--- config.mk ---
export PLATFORM = sky130hd
export DESIGN_NAME = sdram_ap_tracker
export DESIGN_NICKNAME = d
export VERILOG_FILES = /design/src/rtl/sdram_trk_pkg.sv /design/src/rtl/sdram_bank_fsm.sv /design/src/rtl/sdram_rd_return.sv /design/src/rtl/sdram_ap_tracker.sv
export SDC_FILE = /design/constraint.sdc
export NUM_CORES = 1
export LEC_CHECK = 0
export BUFFER_PORTS_ARGS = -buffer_cell sky130_fd_sc_hd__buf_2
export CORE_ASPECT_RATIO = 1.2
export CORE_UTILIZATION = 55
export CTS_BUF_LIST = sky130_fd_sc_hd__clkbuf_8 sky130_fd_sc_hd__clkbuf_16
export CTS_CLUSTER_SIZE = 25
export DETAILED_ROUTE_END_ITERATION = 7
export PLACE_DENSITY = 0.73
export SLEW_MARGIN = 20
export SYNTH_ARGS = -nofsm -noshare
export SYNTH_HDL_FRONTEND = slang
export SYNTH_SLANG_ARGS = --single-unit
--- constraint.sdc ---
create_clock -name clk -period 2.6 [get_ports clk]
set_clock_uncertainty 0.1 [all_clocks]
set_input_delay 0.26 -clock clk [delete_from_list [all_inputs] [get_ports clk]]
set_output_delay 0.26 -clock clk [all_outputs]
set_load 0.03 [all_outputs]
--- src/rtl/sdram_trk_pkg.sv ---
package sdram_trk_pkg;

  typedef enum logic [1:0] {
    CMD_NOP = 2'd0,
    CMD_ACT = 2'd1,
    CMD_RD  = 2'd2,
    CMD_WR  = 2'd3
  } cmd_e;

  typedef enum logic [2:0] {
    BK_IDLE,
    BK_ACTIVE,
    BK_BURST_WR,
    BK_BURST_RD,
    BK_WRITE_BACK,
    BK_PRECHARGE
  } bank_st_e;

  function automatic int max3(int a, int b, int c);
    int m;
    m = (a > b) ? a : b;
    return (m > c) ? m : c;
  endfunction

  // Column of beat 'beat' inside a BL-aligned wrapping block
  function automatic logic [31:0] burst_col(logic [31:0] base, int unsigned beat,
                                            int unsigned bl);
    logic [31:0] mask;
    mask = 32'(bl - 1);
    return (base & ~mask) | ((base + 32'(beat)) & mask);
  endfunction

  // State entered when a burst ends or is cut
  function automatic bank_st_e after_burst(logic was_wr, logic ap);
    if (!ap)   return BK_ACTIVE;
    if (was_wr) return BK_WRITE_BACK;
    return BK_PRECHARGE;
  endfunction

endpackage

--- src/rtl/sdram_bank_fsm.sv ---
module sdram_bank_fsm
  import sdram_trk_pkg::*;
#(
  parameter int BL    = 4,
  parameter int T_DPL = 2,
  parameter int T_RP  = 3,
  parameter int CNT_W = 3
) (
  input  logic clk,
  input  logic rst_n,
  input  logic start_act,
  input  logic start_rd,
  input  logic start_wr,
  input  logic start_ap,
  input  logic intr,
  output logic ready,
  output logic act,
  output logic pre,
  output logic wb,
  output logic bwr,
  output logic ap_q,
  output logic wr_beat,
  output logic rd_beat
);

  bank_st_e          st, nxt_st;
  logic [CNT_W-1:0]  cnt, nxt_cnt;
  logic              nxt_ap;

  function automatic logic [CNT_W-1:0] end_load(logic was_wr);
    return was_wr ? CNT_W'(T_DPL) : CNT_W'(T_RP);
  endfunction

  always_comb begin
    nxt_st  = st;
    nxt_cnt = cnt;
    nxt_ap  = ap_q;
    case (st)
      BK_IDLE: if (start_act) nxt_st = BK_ACTIVE;
      BK_ACTIVE: begin
        if (start_wr || start_rd) begin
          nxt_ap = start_ap;
          if (BL == 1) begin
            nxt_st  = after_burst(start_wr, start_ap);
            nxt_cnt = end_load(start_wr);
          end else begin
            nxt_st  = start_wr ? BK_BURST_WR : BK_BURST_RD;
            nxt_cnt = CNT_W'(BL - 1);
          end
        end
      end
      BK_BURST_WR, BK_BURST_RD: begin
        if (intr || cnt == CNT_W'(1)) begin
          nxt_st  = after_burst(st == BK_BURST_WR, ap_q);
          nxt_cnt = end_load(st == BK_BURST_WR);
        end else begin
          nxt_cnt = cnt - CNT_W'(1);
        end
      end
      BK_WRITE_BACK: begin
        if (cnt == CNT_W'(1)) begin
          nxt_st  = BK_PRECHARGE;
          nxt_cnt = CNT_W'(T_RP);
        end else begin
          nxt_cnt = cnt - CNT_W'(1);
        end
      end
      BK_PRECHARGE: begin
        if (cnt == CNT_W'(1)) nxt_st = BK_IDLE;
        else                  nxt_cnt = cnt - CNT_W'(1);
      end
      default: nxt_st = BK_IDLE;
    endcase
  end

  always_ff @(posedge clk or negedge rst_n) begin
    if (!rst_n) begin
      st   <= BK_IDLE;
      cnt  <= '0;
      ap_q <= 1'b0;
    end else begin
      st   <= nxt_st;
      cnt  <= nxt_cnt;
      ap_q <= nxt_ap;
    end
  end

  assign ready   = (st == BK_IDLE);
  assign act     = (st == BK_ACTIVE);
  assign pre     = (st == BK_PRECHARGE);
  assign wb      = (st == BK_WRITE_BACK);
  assign bwr     = (st == BK_BURST_WR);
  assign wr_beat = (st == BK_BURST_WR) && !intr;
  assign rd_beat = (st == BK_BURST_RD) && !intr;

endmodule

--- src/rtl/sdram_rd_return.sv ---
module sdram_rd_return #(
  parameter int DEPTH = 3,
  parameter int W     = 8
) (
  input  logic         clk,
  input  logic         rst_n,
  input  logic         in_valid,
  input  logic [W-1:0] in_data,
  output logic         out_valid,
  output logic [W-1:0] out_data
);

  logic [DEPTH-1:0] vld;
  logic [W-1:0]     dat [DEPTH];

  always_ff @(posedge clk or negedge rst_n) begin
    if (!rst_n) begin
      vld <= '0;
      for (int i = 0; i < DEPTH; i++) dat[i] <= '0;
    end else begin
      vld[0] <= in_valid;
      dat[0] <= in_data;
      for (int i = 1; i < DEPTH; i++) begin
        vld[i] <= vld[i-1];
        dat[i] <= dat[i-1];
      end
    end
  end

  assign out_valid = vld[DEPTH-1];
  assign out_data  = dat[DEPTH-1];

endmodule

--- src/rtl/sdram_ap_tracker.sv ---
module sdram_ap_tracker
  import sdram_trk_pkg::*;
#(
  parameter int NUM_BANKS = 4,
  parameter int COL_W     = 10,
  parameter int BL        = 4,
  parameter int CL        = 3,
  parameter int T_DPL     = 2,
  parameter int T_RP      = 3,
  localparam int BANK_W   = (NUM_BANKS > 1) ? $clog2(NUM_BANKS) : 1
) (
  input  logic                 clk,
  input  logic                 rst_n,
  input  logic [1:0]           cmd_code,
  input  logic                 cmd_ap,
  input  logic [BANK_W-1:0]    cmd_bank,
  input  logic [COL_W-1:0]     cmd_col,
  output logic [NUM_BANKS-1:0] bank_ready,
  output logic [NUM_BANKS-1:0] bank_pre,
  output logic                 cmd_err,
  output logic                 wr_valid,
  output logic [BANK_W-1:0]    wr_bank,
  output logic [COL_W-1:0]     wr_col,
  output logic                 rd_valid,
  output logic [BANK_W-1:0]    rd_bank,
  output logic [COL_W-1:0]     rd_col
);

  localparam int T_MAX = max3(BL, T_DPL, T_RP);
  localparam int CNT_W = $clog2(T_MAX + 1);
  localparam int RET_W = BANK_W + COL_W;

  cmd_e cmd;
  logic is_act, is_rd, is_wr, is_col, col_acc;
  logic [NUM_BANKS-1:0] bank_act, bank_wb, bank_bwr, bank_ap;
  logic [NUM_BANKS-1:0] wr_beat_vec, rd_beat_vec;
  logic [BANK_W-1:0]    wr_beat_bank, rd_beat_bank;
  logic [COL_W-1:0]     burst_col_q;
  logic                 rd_iss;
  logic [BANK_W-1:0]    rd_iss_bank;
  logic [COL_W-1:0]     rd_iss_col;

  assign cmd    = cmd_e'(cmd_code);
  assign is_act = (cmd == CMD_ACT);
  assign is_rd  = (cmd == CMD_RD);
  assign is_wr  = (cmd == CMD_WR);
  assign is_col = is_rd || is_wr;

  assign cmd_err = (is_act && !bank_ready[cmd_bank]) ||
                   (is_col && !bank_act[cmd_bank]);
  assign col_acc = is_col && !cmd_err;

  for (genvar g = 0; g < NUM_BANKS; g++) begin : g_bank
    logic sel;
    assign sel = (cmd_bank == BANK_W'(g));
    sdram_bank_fsm #(.BL(BL), .T_DPL(T_DPL), .T_RP(T_RP), .CNT_W(CNT_W)) u_fsm (
      .clk      (clk),
      .rst_n    (rst_n),
      .start_act(is_act && !cmd_err && sel),
      .start_rd (is_rd && col_acc && sel),
      .start_wr (is_wr && col_acc && sel),
      .start_ap (cmd_ap),
      .intr     (col_acc && !sel),
      .ready    (bank_ready[g]),
      .act      (bank_act[g]),
      .pre      (bank_pre[g]),
      .wb       (bank_wb[g]),
      .bwr      (bank_bwr[g]),
      .ap_q     (bank_ap[g]),
      .wr_beat  (wr_beat_vec[g]),
      .rd_beat  (rd_beat_vec[g])
    );
  end

  always_comb begin
    wr_beat_bank = '0;
    rd_beat_bank = '0;
    for (int b = 0; b < NUM_BANKS; b++) begin
      if (wr_beat_vec[b]) wr_beat_bank = BANK_W'(b);
      if (rd_beat_vec[b]) rd_beat_bank = BANK_W'(b);
    end
  end

  // Column of the next beat of the running burst
  always_ff @(posedge clk or negedge rst_n) begin
    if (!rst_n)
      burst_col_q <= '0;
    else if (col_acc)
      burst_col_q <= COL_W'(burst_col(32'(cmd_col), 1, BL));
    else if (|(wr_beat_vec | rd_beat_vec))
      burst_col_q <= COL_W'(burst_col(32'(burst_col_q), 1, BL));
  end

  assign wr_valid = (is_wr && col_acc) || (|wr_beat_vec);
  assign wr_bank  = (is_wr && col_acc) ? cmd_bank : wr_beat_bank;
  assign wr_col   = (is_wr && col_acc) ? cmd_col  : burst_col_q;

  assign rd_iss      = (is_rd && col_acc) || (|rd_beat_vec);
  assign rd_iss_bank = (is_rd && col_acc) ? cmd_bank : rd_beat_bank;
  assign rd_iss_col  = (is_rd && col_acc) ? cmd_col  : burst_col_q;

  sdram_rd_return #(.DEPTH(CL), .W(RET_W)) u_ret (
    .clk      (clk),
    .rst_n    (rst_n),
    .in_valid (rd_iss),
    .in_data  ({rd_iss_bank, rd_iss_col}),
    .out_valid(rd_valid),
    .out_data ({rd_bank, rd_col})
  );

endmodule

==> out/metrics.yaml, run 1 <==
sta:
  relSlewSlack: 0.3640
  fin_tns_setup_ns: -1.295
  hold_violations: 0
  layout_setup_ws_ns: -0.1785
  tightest_slew_ns: 0.9540
  finalSetupViolations: 14
  fin_crit_ns: 2.778
  fin_crit_sh: 1.069
  report.final.slew_viol_count: 0
  hold_slack_ns: 0.02726
  rsz0062_at_grt: "yes"
  max_freq_ghz: 0.3599
floorplan:
  die_area_sq_mm: 0.008301
  ios: 52
  initial_core_util: 0.5666
  die_y_um: 99.61
  coreArea_sq_mm: 0.007707
  die_w_um: 83.34
  rows: 35
final_layout:
  final_util: 0.6576
  fin_nets: 534
  diodes: 0
  drive_above_1_share: 0.2824
  layout_common_cells: "dfrtp_1 (77), nand2_1 (53), buf_2 (38)"
  syn_to_final_growth_pct: 16.07
  final_area_sq_mm: 0.005069
  final_common_cell: "dfrtp_1"
critical_path:
  critPathBufInv: 1
  slowest_delay_ns: 0.41
  cp_data_arrival_time_ns: 2.42
  cp_cell_sequence: "or3b_4 -> a32o_2 -> or2_1 -> a22o_1 -> a22oi_2 -> o21a_1 -> buf_6"
  path_class: "reg -> out"
  worstPathRequired_ns: 2.24
  cpLargestDelayFamily: "compound AO/OA/AOI/OAI gates"
  endpoint_kind: "output pin"
  worst-path-max-fanout: 4
  cp_slowest_cell: "or3b_4"
  critPathLaunchType: "flip-flop"
clocking:
  cts_made_buffers: 9
  cts-htree-levels: 3
  clkTransAtPathRegs_ns: 0.10
  cts.path.max_buffers: 2
  clk_latency_ns: 0.36
  cts_tree: "yes"
  clock_sinks: 77
  root_buffer: "clkbuf_8"
global_routing:
  grt_pass1_wl_um: 15790
  grt.overflow.total: 0
  grt_antenna_before_repair: 0
  grt_pass1_vias: 3383
  grt.total_usage: 0.2395
  grt_max_degree: 78
yosys:
  synth_cell_types: 67
  ys.flop_type: "dfrtp_1"
  avgSynthCellArea_sq_um: 9.661
  syn_nets: 481
  syn_inst: 452
  synth_edf_count: 0
  syn_area_sq_mm: 0.004367
  ys_seq_area_frac: 0.4413
  synthArstFlopShare: 1.000
  ys.warnings.count: 0
  synth-seq-cells: 77
drt:
  routed_wl_um: 9650
  ant_nets: 0
  first_pass_iters: 4
  routedWlPerCell_um: 16.03
  viasPerCell: 5.757
  vias: 3466
  drc: 0
  m1WireLength_um: 4109
  route.met3.wl_um: 405
  dr.max_layer_used: "met4"
  drtIter0Drc: 164
  met2_length_um: 4931
place:
  dp_slack_ns: 0.1271
  dpl-instance-area_sq_mm: 0.004664
  port_buffers: 51
  place_congestion: 0.8614
  dp_hpwl_um: 6687
outcome:
  status: "complete, but fails checks"
  violations: "negative setup slack"
power_and_ir_drop:
  power_density_mw_per_mm2: 1150
  p_leak_nw: 2.409
  irDropWorstVdd_uv: 663.5
min_path:
  hold_path_class: "in -> reg"
job:
  max-cap-violations: 0
[worst paths after layout]
path / cells past startpoint / slack (ns) / start / endpoint
setup / recovery: 7 / -0.18 / g_bank[1].u_fsm.st[2] / wr_bank[1]
hold / removal: 3 / 0.03 / cmd_col[6] / burst_col_q[6]
setup reg to reg: 8 / 0.17 / g_bank[1].u_fsm.st[2] / g_bank[2].u_fsm.st[2]
hold reg to reg: 0 / 0.24 / u_ret.dat[24] / u_ret.dat[12]
max in group asynchronous: 2 / 1.29 / rst_n / g_bank[3].u_fsm.cnt[1]
min in group asynchronous: 2 / 0.48 / rst_n / g_bank[1].u_fsm.cnt[2]
[area by class of cell]
cell class              instances  area (sq um)
clock buffers                   9         123.9
clock inverters                 7         66.31
fillers                       628          2639
inverters                      21         78.83
multi-input cells             310          2112
flip-flops and latches         77          1927
well taps                      92         115.1
repair buffers                 86         645.6
[metal layers]
| layer | track usage | up-vias |
|---|---|---|
| met2 | 0.4224 | 92 |
| met5 | 0 | - |
| li1 | - | 1690 |
| met1 | 0.2910 | 1663 |
| met3 | 0.04979 | 21 |
| met4 | 0.08488 | 0 |
[cell usage after synthesis (4+ instances only)]
cell       n  area [sq um]
mux2_4     8         120.1
nand2_1   54         202.7
nand2b_1  12         75.07
inv_1     21         78.83
and3_1     5         31.28
buf_2      4         20.02
a31oi_1    6         37.54
mux2i_1    6         60.06
nor3b_1    5         37.54
a21oi_1   18         90.09
nand3b_1   4         30.03
nand3_1   11         55.05
nor2_1    28         105.1
nor3_1    11         55.05
clkbuf_1  16         60.06
dfrtp_1   77          1927
nor2b_1    9         56.30
o21ai_0   32         160.2
buf_4     20         150.1
mux2_2    18         202.7
ha_1      12         150.1
[power by group]
group,switching (mW),internal (mW),total [mW]
sequential,0.225,1.65,1.88
clock,0.503,0.366,0.869
combinational,1.81,1.28,3.08
total,2.54,3.29,5.83
[per-stage QoR]
step / total power [mW] / cells
finish: 5.830 / 602
CTS: 5.688 / 595
global placement: 4.679 / 575
global route: 6.231 / 602
detailed placement: 4.757 / 575
floorplan: 4.141 / 452
[what timing repair did]
action	4_1_cts	5_1_grt
buffers inserted	3	7
pin swaps	5	2
hold buffers	1	0
resized for setup	8	36
endpoints found under the hold margin	49	0
endpoints found under the setup margin	12	14
[registers in the layout (all words and copies together), names as in the netlist]
name and flops:
u_ret.dat 24, g_bank.u_fsm.cnt 12, g_bank.u_fsm.st 12, u_ret.out_data 12, burst_col_q 10, g_bank.u_fsm.ap_q 4
u_ret.vld 3
[kinds of logic (layout without fill, tap and decap cells)]
family,count (synthesis),count (layout),share of synthesized area
AND/OR/NAND/NOR,159,159,0.1851
adder cells (fa/ha/maj),12,12,0.03438
flip-flops,77,77,0.4413
multiplexers,33,33,0.09284
XOR/XNOR,2,2,0.004012
buffers and inverters,65,123,0.07937
AO/OA/AOI/OAI,104,104,0.1630
[tightest hold or removal path, stage by stage]
cell and delay, ns:
buf_2 0.10, nand2_1 0.05, nand2_1 0.05
Power figures use the tool's default switching activity.
==> run 2: changes to the inputs <==
--- a/config.mk
+++ b/config.mk
@@ -12,6 +12,7 @@
 export CTS_CLUSTER_SIZE = 25
 export DETAILED_ROUTE_END_ITERATION = 7
 export PLACE_DENSITY = 0.73
+export RECOVER_POWER = 100
 export SLEW_MARGIN = 20
 export SYNTH_ARGS = -nofsm -noshare
 export SYNTH_HDL_FRONTEND = slang
==> run 2 against run 1 <==
  * Sequential power about the same
  * Total power down 0.54%
  * Maximum frequency decreased by 0.12%
  * Wire length is essentially flat
  * Sequential share of layout area grew 0.20 points
  * Highest routed layer unchanged
  * Die area stayed put
  * The run ends with max-capacitance violations, max-slew violations, negative setup slack left
  * Setup slack got worse by 0.0034 ns
  * Largest power group unchanged
  * Cell area shrank 0.52%
  * Clock power hardly changed
  * Utilization decreased by 0.34 points
==> out/metrics.yaml, run 2 (synthesis results as in run 1) <==
outcome:
  status: "complete, but fails checks"
  violations: "max-capacitance violations, max-slew violations, negative setup slack"
final_layout:
  regMostFlops: "u_ret.dat"
  diodes: 0  # unchanged
  fill_cells: 641  # +2.1%
  final_common_cell: "dfrtp_1"
  largest_reg_flops: 24  # unchanged
  drive_above_1_share: 0.2490  # -0.03333
  syn_to_final_growth_pct: 15.47
  fin_nets: 534  # unchanged
  final_util: 0.6542  # -0.003409
  stdcell_count: 602  # unchanged
  final_area_sq_mm: 0.005042  # -0.52%
  layout_common_cells: "dfrtp_1 (77), nand2_1 (53), o21ai_0 (32)"
critical_path:
  cp_data_arrival_time_ns: 2.42  # about the same
  cp_slowest_cell: "or3b_4"
  worst-path-max-fanout: 4  # unchanged
  critPathLaunchType: "flip-flop"
  endpoint_kind: "output pin"
  slowest_delay_ns: 0.41  # about the same
  cp_cell_sequence: "or3b_4 -> a32o_2 -> or2_1 -> a22o_1 -> a22oi_2 -> o21a_1 -> buf_6"
  worstPathRequired_ns: 2.24  # about the same
  path_class: "reg -> out"
sta:
  max_freq_ghz: 0.3595  # -0.12%
  fin_crit_sh: 1.070  # +0.001322
  layout_setup_ws_ns: -0.1819  # -0.003436 ns
  report.final.slew_viol_count: 78  # +78
  tightest_slew_ns: 1.850  # +0.8962 ns
  hold_violations: 0  # unchanged
  finalSetupViolations: 14  # unchanged
  rsz0062_at_grt: "yes"
  relSlewSlack: -0.2335  # -0.5975
  fin_crit_ns: 2.782  # +0.003436 ns
global_routing:
  grt_max_degree: 78  # unchanged
  grt_antenna_before_repair: 0  # unchanged
  grt_pass1_wl_um: 15790  # unchanged
  grt.total_usage: 0.2395  # unchanged
  grt_pass1_vias: 3383  # unchanged
  grt.overflow.total: 0  # unchanged
drt:
  drc: 0  # unchanged
  drtIter0Drc: 211  # +29%
  viasPerCell: 5.804  # +0.81%
  first_pass_iters: 5  # +1
  routed_wl_um: 9657  # about the same
  vias: 3494  # +0.81%
  ant_nets: 0  # unchanged
  routedWlPerCell_um: 16.04  # about the same
floorplan:
  rows: 35  # unchanged
  initial_core_util: 0.5666  # unchanged
  die_w_um: 83.34  # unchanged
  die_y_um: 99.61  # unchanged
  ios: 52  # unchanged
  die_area_sq_mm: 0.008301  # unchanged
  coreArea_sq_mm: 0.007707  # unchanged
clocking:
  cts.path.max_buffers: 2  # unchanged
  clock_sinks: 77  # unchanged
  cts_made_buffers: 9  # unchanged
  cts-htree-levels: 3  # unchanged
  clkTransAtPathRegs_ns: 0.10  # about the same
  root_buffer: "clkbuf_8"
  clk_latency_ns: 0.36  # about the same
  cts_tree: "yes"
place:
  dpl-instance-area_sq_mm: 0.004664  # unchanged
  place_congestion: 0.8614  # unchanged
  port_buffers: 51  # unchanged
  dp_hpwl_um: 6687  # unchanged
  dp.cells: 575  # unchanged
power_and_ir_drop:
  p_leak_nw: 2.349  # -2.5%
  irDropWorstVdd_uv: 643.3  # -3.0%
  p_total_mw: 5.798  # -0.54%
  power_density_mw_per_mm2: 1150  # about the same
min_path:
  hold_path_class: "in -> reg"
job:
  max-cap-violations: 1  # +1
==> run 2: cell type report <==
type	count	area (sq um)	area share
clock buffers	9	123.9	0.02457
inverters	21	78.83	0.01563
repair buffers	86	619.3	0.1228
well taps	92	115.1	0.02283
flip-flops and latches	77	1927	0.3821
clock inverters	7	66.31	0.01315
multi-input cells	310	2112	0.4189
==> run 2: worst max-delay path: cells and delay by family, from the launching register on <==
family | cells | cell delay [ns]
AO/OA/AOI/OAI | 4 | 0.90
buffers and inverters | 1 | 0.13
flip-flops | 1 | 0.38
AND/OR/NAND/NOR | 2 | 0.67
==> run 2: final timing paths <==
path,from,end,slack (ns),cells past startpoint
worst max-delay path,g_bank[1].u_fsm.st[2],wr_bank[1],-0.18,7
worst min-delay path,cmd_col[6],burst_col_q[6],0.03,3
worst max register to register,g_bank[1].u_fsm.st[2],g_bank[2].u_fsm.st[2],0.17,8
worst min register to register,u_ret.dat[24],u_ret.dat[12],0.24,0
max in group asynchronous,rst_n,g_bank[3].u_fsm.cnt[1],0.45,2
min in group asynchronous,rst_n,g_bank[1].u_fsm.cnt[2],0.84,2
==> run 2: repair_timing <==
action	CTS	global route
endpoints found under the setup margin	12	14
hold endpoints to repair	49	0
resized for setup	8	36
cloned	0	0
pin swaps	5	2
hold buffers	1	0
buffers inserted	3	7
==> run 2: where the power goes <==
| group | internal [mW] | switching (mW) | total [mW] |
|---|---|---|---|
| logic | 1.24 | 1.81 | 3.05 |
| registers | 1.65 | 0.227 | 1.88 |
| clock network | 0.366 | 0.502 | 0.868 |
==> run 2: routing by layer <==
metal | part of all wire | vias up | track usage | wire, um
met3 | 0.043 | 21 | 0.04979 | 419
met4 | 0.023 | 0 | 0.08488 | 218
met5 | 0 | - | 0 | 0
met1 | 0.43 | 1687 | 0.2910 | 4112
met2 | 0.51 | 96 | 0.4224 | 4907
li1 | - | 1690 | - | -
==> run 2: metrics by stage <==
step | setup TNS (ns) | hold slack [ns] | setup WS (ns)
2_1_floorplan | 0 | -0.1356 | 0.02652
6_report | -1.293 | 0.02827 | -0.1819
3_5_place_dp | 0 | 0.2347 | 0.1271
4_1_cts | -0.8718 | 0.01277 | -0.1239
5_1_grt | -2.130 | 0.03156 | -0.2283
3_3_place_gp | 0 | 0.2315 | 0.1538
==> run 3: changes to the inputs <==
--- a/config.mk
+++ b/config.mk
@@ -13,6 +13,7 @@
 export DETAILED_ROUTE_END_ITERATION = 7
 export PLACE_DENSITY = 0.73
 export RECOVER_POWER = 100
+export SETUP_SLACK_MARGIN = 0.15
 export SLEW_MARGIN = 20
 export SYNTH_ARGS = -nofsm -noshare
 export SYNTH_HDL_FRONTEND = slang
==> run 3 against run 2 <==
  * The run still ends with max-capacitance violations, max-slew violations, negative setup slack left
  * Largest cell class unchanged
  * Clock power increased by 10%
  * Setup slack improved by 0.034 ns
  * Sequential share of layout area decreased by 0.60 points
  * Highest routed layer unchanged
  * Register-to-register slack about the same
  * Cell count unchanged
  * Non-clock buffer count unchanged
  * First-iteration DRC count increased by 24%
  * Total power increased by 3.5%
  * Via count increased by 4.1%
  * Die area unchanged
  * Wire length increased by 1.8%
  * Count of clock-buffer cells in the layout unchanged
==> out/metrics.yaml, run 3 (synthesis results as in run 1) <==
outcome:
  status: "complete, but fails checks"
  violations: "max-capacitance violations, max-slew violations, negative setup slack"
final_layout:
  fin_nets: 534  # unchanged
  syn_to_final_growth_pct: 17.31
  final_common_cell: "dfrtp_1"
  final_area_sq_mm: 0.005122  # +1.6%
  layout_common_cells: "dfrtp_1 (77), nand2_1 (53), o21ai_0 (31)"
  diodes: 0  # unchanged
  drive_above_1_share: 0.2608  # +0.01176
  largest_reg_flops: 24  # unchanged
  final_util: 0.6646  # +0.01039
  regMostFlops: "u_ret.dat"
floorplan:
  die_area_sq_mm: 0.008301  # unchanged
  die_w_um: 83.34  # unchanged
  coreArea_sq_mm: 0.007707  # unchanged
  ios: 52  # unchanged
  rows: 35  # unchanged
  initial_core_util: 0.5666  # unchanged
  die_y_um: 99.61  # unchanged
sta:
  finalSetupViolations: 13  # -1
  max_freq_ghz: 0.3639  # +1.2%
  fin_crit_ns: 2.748  # -0.03419 ns
  hold_slack_ns: 0.02382  # -0.004452 ns
  fin_crit_sh: 1.057  # -0.01315
  layout_setup_ws_ns: -0.1477  # +0.03420 ns
  tightest_slew_ns: 1.678  # -0.1723 ns
  rsz0062_at_grt: "yes"
  hold_violations: 0  # unchanged
  relSlewSlack: -0.1186  # +0.1149
  report.final.slew_viol_count: 78  # unchanged
global_routing:
  grt.total_usage: 0.2395  # about the same
  grt_max_degree: 78  # unchanged
  grt_antenna_before_repair: 0  # unchanged
  grt_pass1_wl_um: 15840  # +0.30%
  grt.overflow.total: 0  # unchanged
  grt_pass1_vias: 3384  # +0.030%
critical_path:
  r2r-start: "g_bank[1].u_fsm.st[1]"
  cp_slowest_cell: "or3b_4"
  cp_cell_sequence: "or3b_4 -> a32o_2 -> nor3_4 -> a22o_1 -> a22oi_2 -> a221o_2 -> buf_6"
  slowest_delay_ns: 0.40  # about the same
  r2r-end: "g_bank[1].u_fsm.st[0]"
  critPathBufInv: 1  # unchanged
  cp_data_arrival_time_ns: 2.39  # -0.03 ns
  worstPathRequired_ns: 2.24  # about the same
  cpLargestDelayFamily: "compound AO/OA/AOI/OAI gates"
  r2r_setup_slack_ns: 0.18  # about the same
  worst-path-max-fanout: 4  # unchanged
  path_class: "reg -> out"
  endpoint_kind: "output pin"
  critPathLaunchType: "flip-flop"
  ff2ff_path_depth: 8  # unchanged
drt:
  routedWlPerCell_um: 16.33  # +1.8%
  ant_nets: 0  # unchanged
  drc: 0  # unchanged
  routed_wl_um: 9832  # +1.8%
  drtIter0Drc: 262  # +24%
  vias: 3636  # +4.1%
  viasPerCell: 6.040  # +4.1%
  first_pass_iters: 5  # unchanged
power_and_ir_drop:
  irDropWorstVdd_uv: 721.3  # +12%
  p_leak_nw: 2.381  # +1.3%
  p_total_mw: 6.002  # +3.5%
  power_density_mw_per_mm2: 1172  # +1.9%
place:
  dp_slack_ns: 0.1646  # +0.03748 ns
  port_buffers: 51  # unchanged
  dpl-instance-area_sq_mm: 0.004693  # +0.62%
  place_congestion: 0.8810  # +2.3%
  dp_hpwl_um: 6794  # +1.6%
clocking:
  cts_made_buffers: 9  # unchanged
  root_buffer: "clkbuf_8"
  cts-htree-levels: 3  # unchanged
  clkTransAtPathRegs_ns: 0.09  # about the same
  cts_tree: "yes"
  cts.path.max_buffers: 2  # unchanged
  clock_sinks: 77  # unchanged
  clk_latency_ns: 0.35  # about the same
min_path:
  holdCritStartpoint: "cmd_col[5]"
  hold_path_class: "in -> reg"
  hold_end: "burst_col_q[5]"
  whs_path_depth: 3  # unchanged
job:
  max-cap-violations: 1  # unchanged
## run 3: worst max path at each step
stage	slack [ns]	from	end	cells after the start
after floorplan	0.16	g_bank[3].u_fsm.st[1]	wr_valid	8
after global placement	0.20	g_bank[1].u_fsm.st[1]	wr_valid	7
after detailed placement	0.16	g_bank[1].u_fsm.st[1]	wr_valid	7
after CTS	-0.13	g_bank[1].u_fsm.st[1]	wr_col[1]	7
after global routing	-0.23	g_bank[1].u_fsm.st[1]	wr_valid	7
final	-0.15	g_bank[1].u_fsm.st[1]	wr_valid	7
## run 3: layout make-up
| class | count | area, sq um |
|---|---|---|
| Tap cell | 92 | 115.1 |
| Clock inverter | 7 | 80.08 |
| Inverter | 21 | 78.83 |
| Timing Repair Buffer | 86 | 625.6 |
| Multi-Input combinational cell | 310 | 2172 |
| Fill cell | 605 | 2585 |
| Sequential cell | 77 | 1927 |
| Clock buffer | 9 | 123.9 |
## run 3: per-stage QoR
stage                     TNS (ns)  cells
after floorplan                  0    452
after global placement           0    576
after detailed placement         0    576
after CTS                   -1.492    595
after global routing        -1.736    602
final                      -0.8631    602
## run 3: where the power goes
| part | switching, mW | internal (mW) |
|---|---|---|
| clock | 0.498 | 0.459 |
| sequential | 0.230 | 1.65 |
| combinational | 1.86 | 1.30 |
## run 3: worst reg2reg max path: stages (launching register included)
cell,delay (ns)
dfrtp_1,0.39
or3b_4,0.40
a32o_2,0.31
or2_1,0.25
buf_4,0.15
buf_6,0.11
buf_12,0.13
o311ai_4,0.33
a21oi_1,0.12
## run 3: repair_timing
| item | 4_1_cts | 5_1_grt |
|---|---|---|
| setup endpoints to repair | 13 | 16 |
| cloned | 0 | 1 |
| pin swaps | 2 | 7 |
| endpoints found under the hold margin | 77 | 0 |
| setup buffers | 2 | 6 |
| hold buffers | 1 | 0 |
| gates resized for setup | 7 | 46 |
## run 3: routing by layer
layer,vias to the layer above,wire (um),global-route usage,share of wire
met3,18,635,0.04398,0.065
met4,0,204,0.1048,0.021
met5,-,0,0,0
li1,1692,-,-,-
met1,1761,4135,0.3121,0.42
met2,165,4856,0.3928,0.49
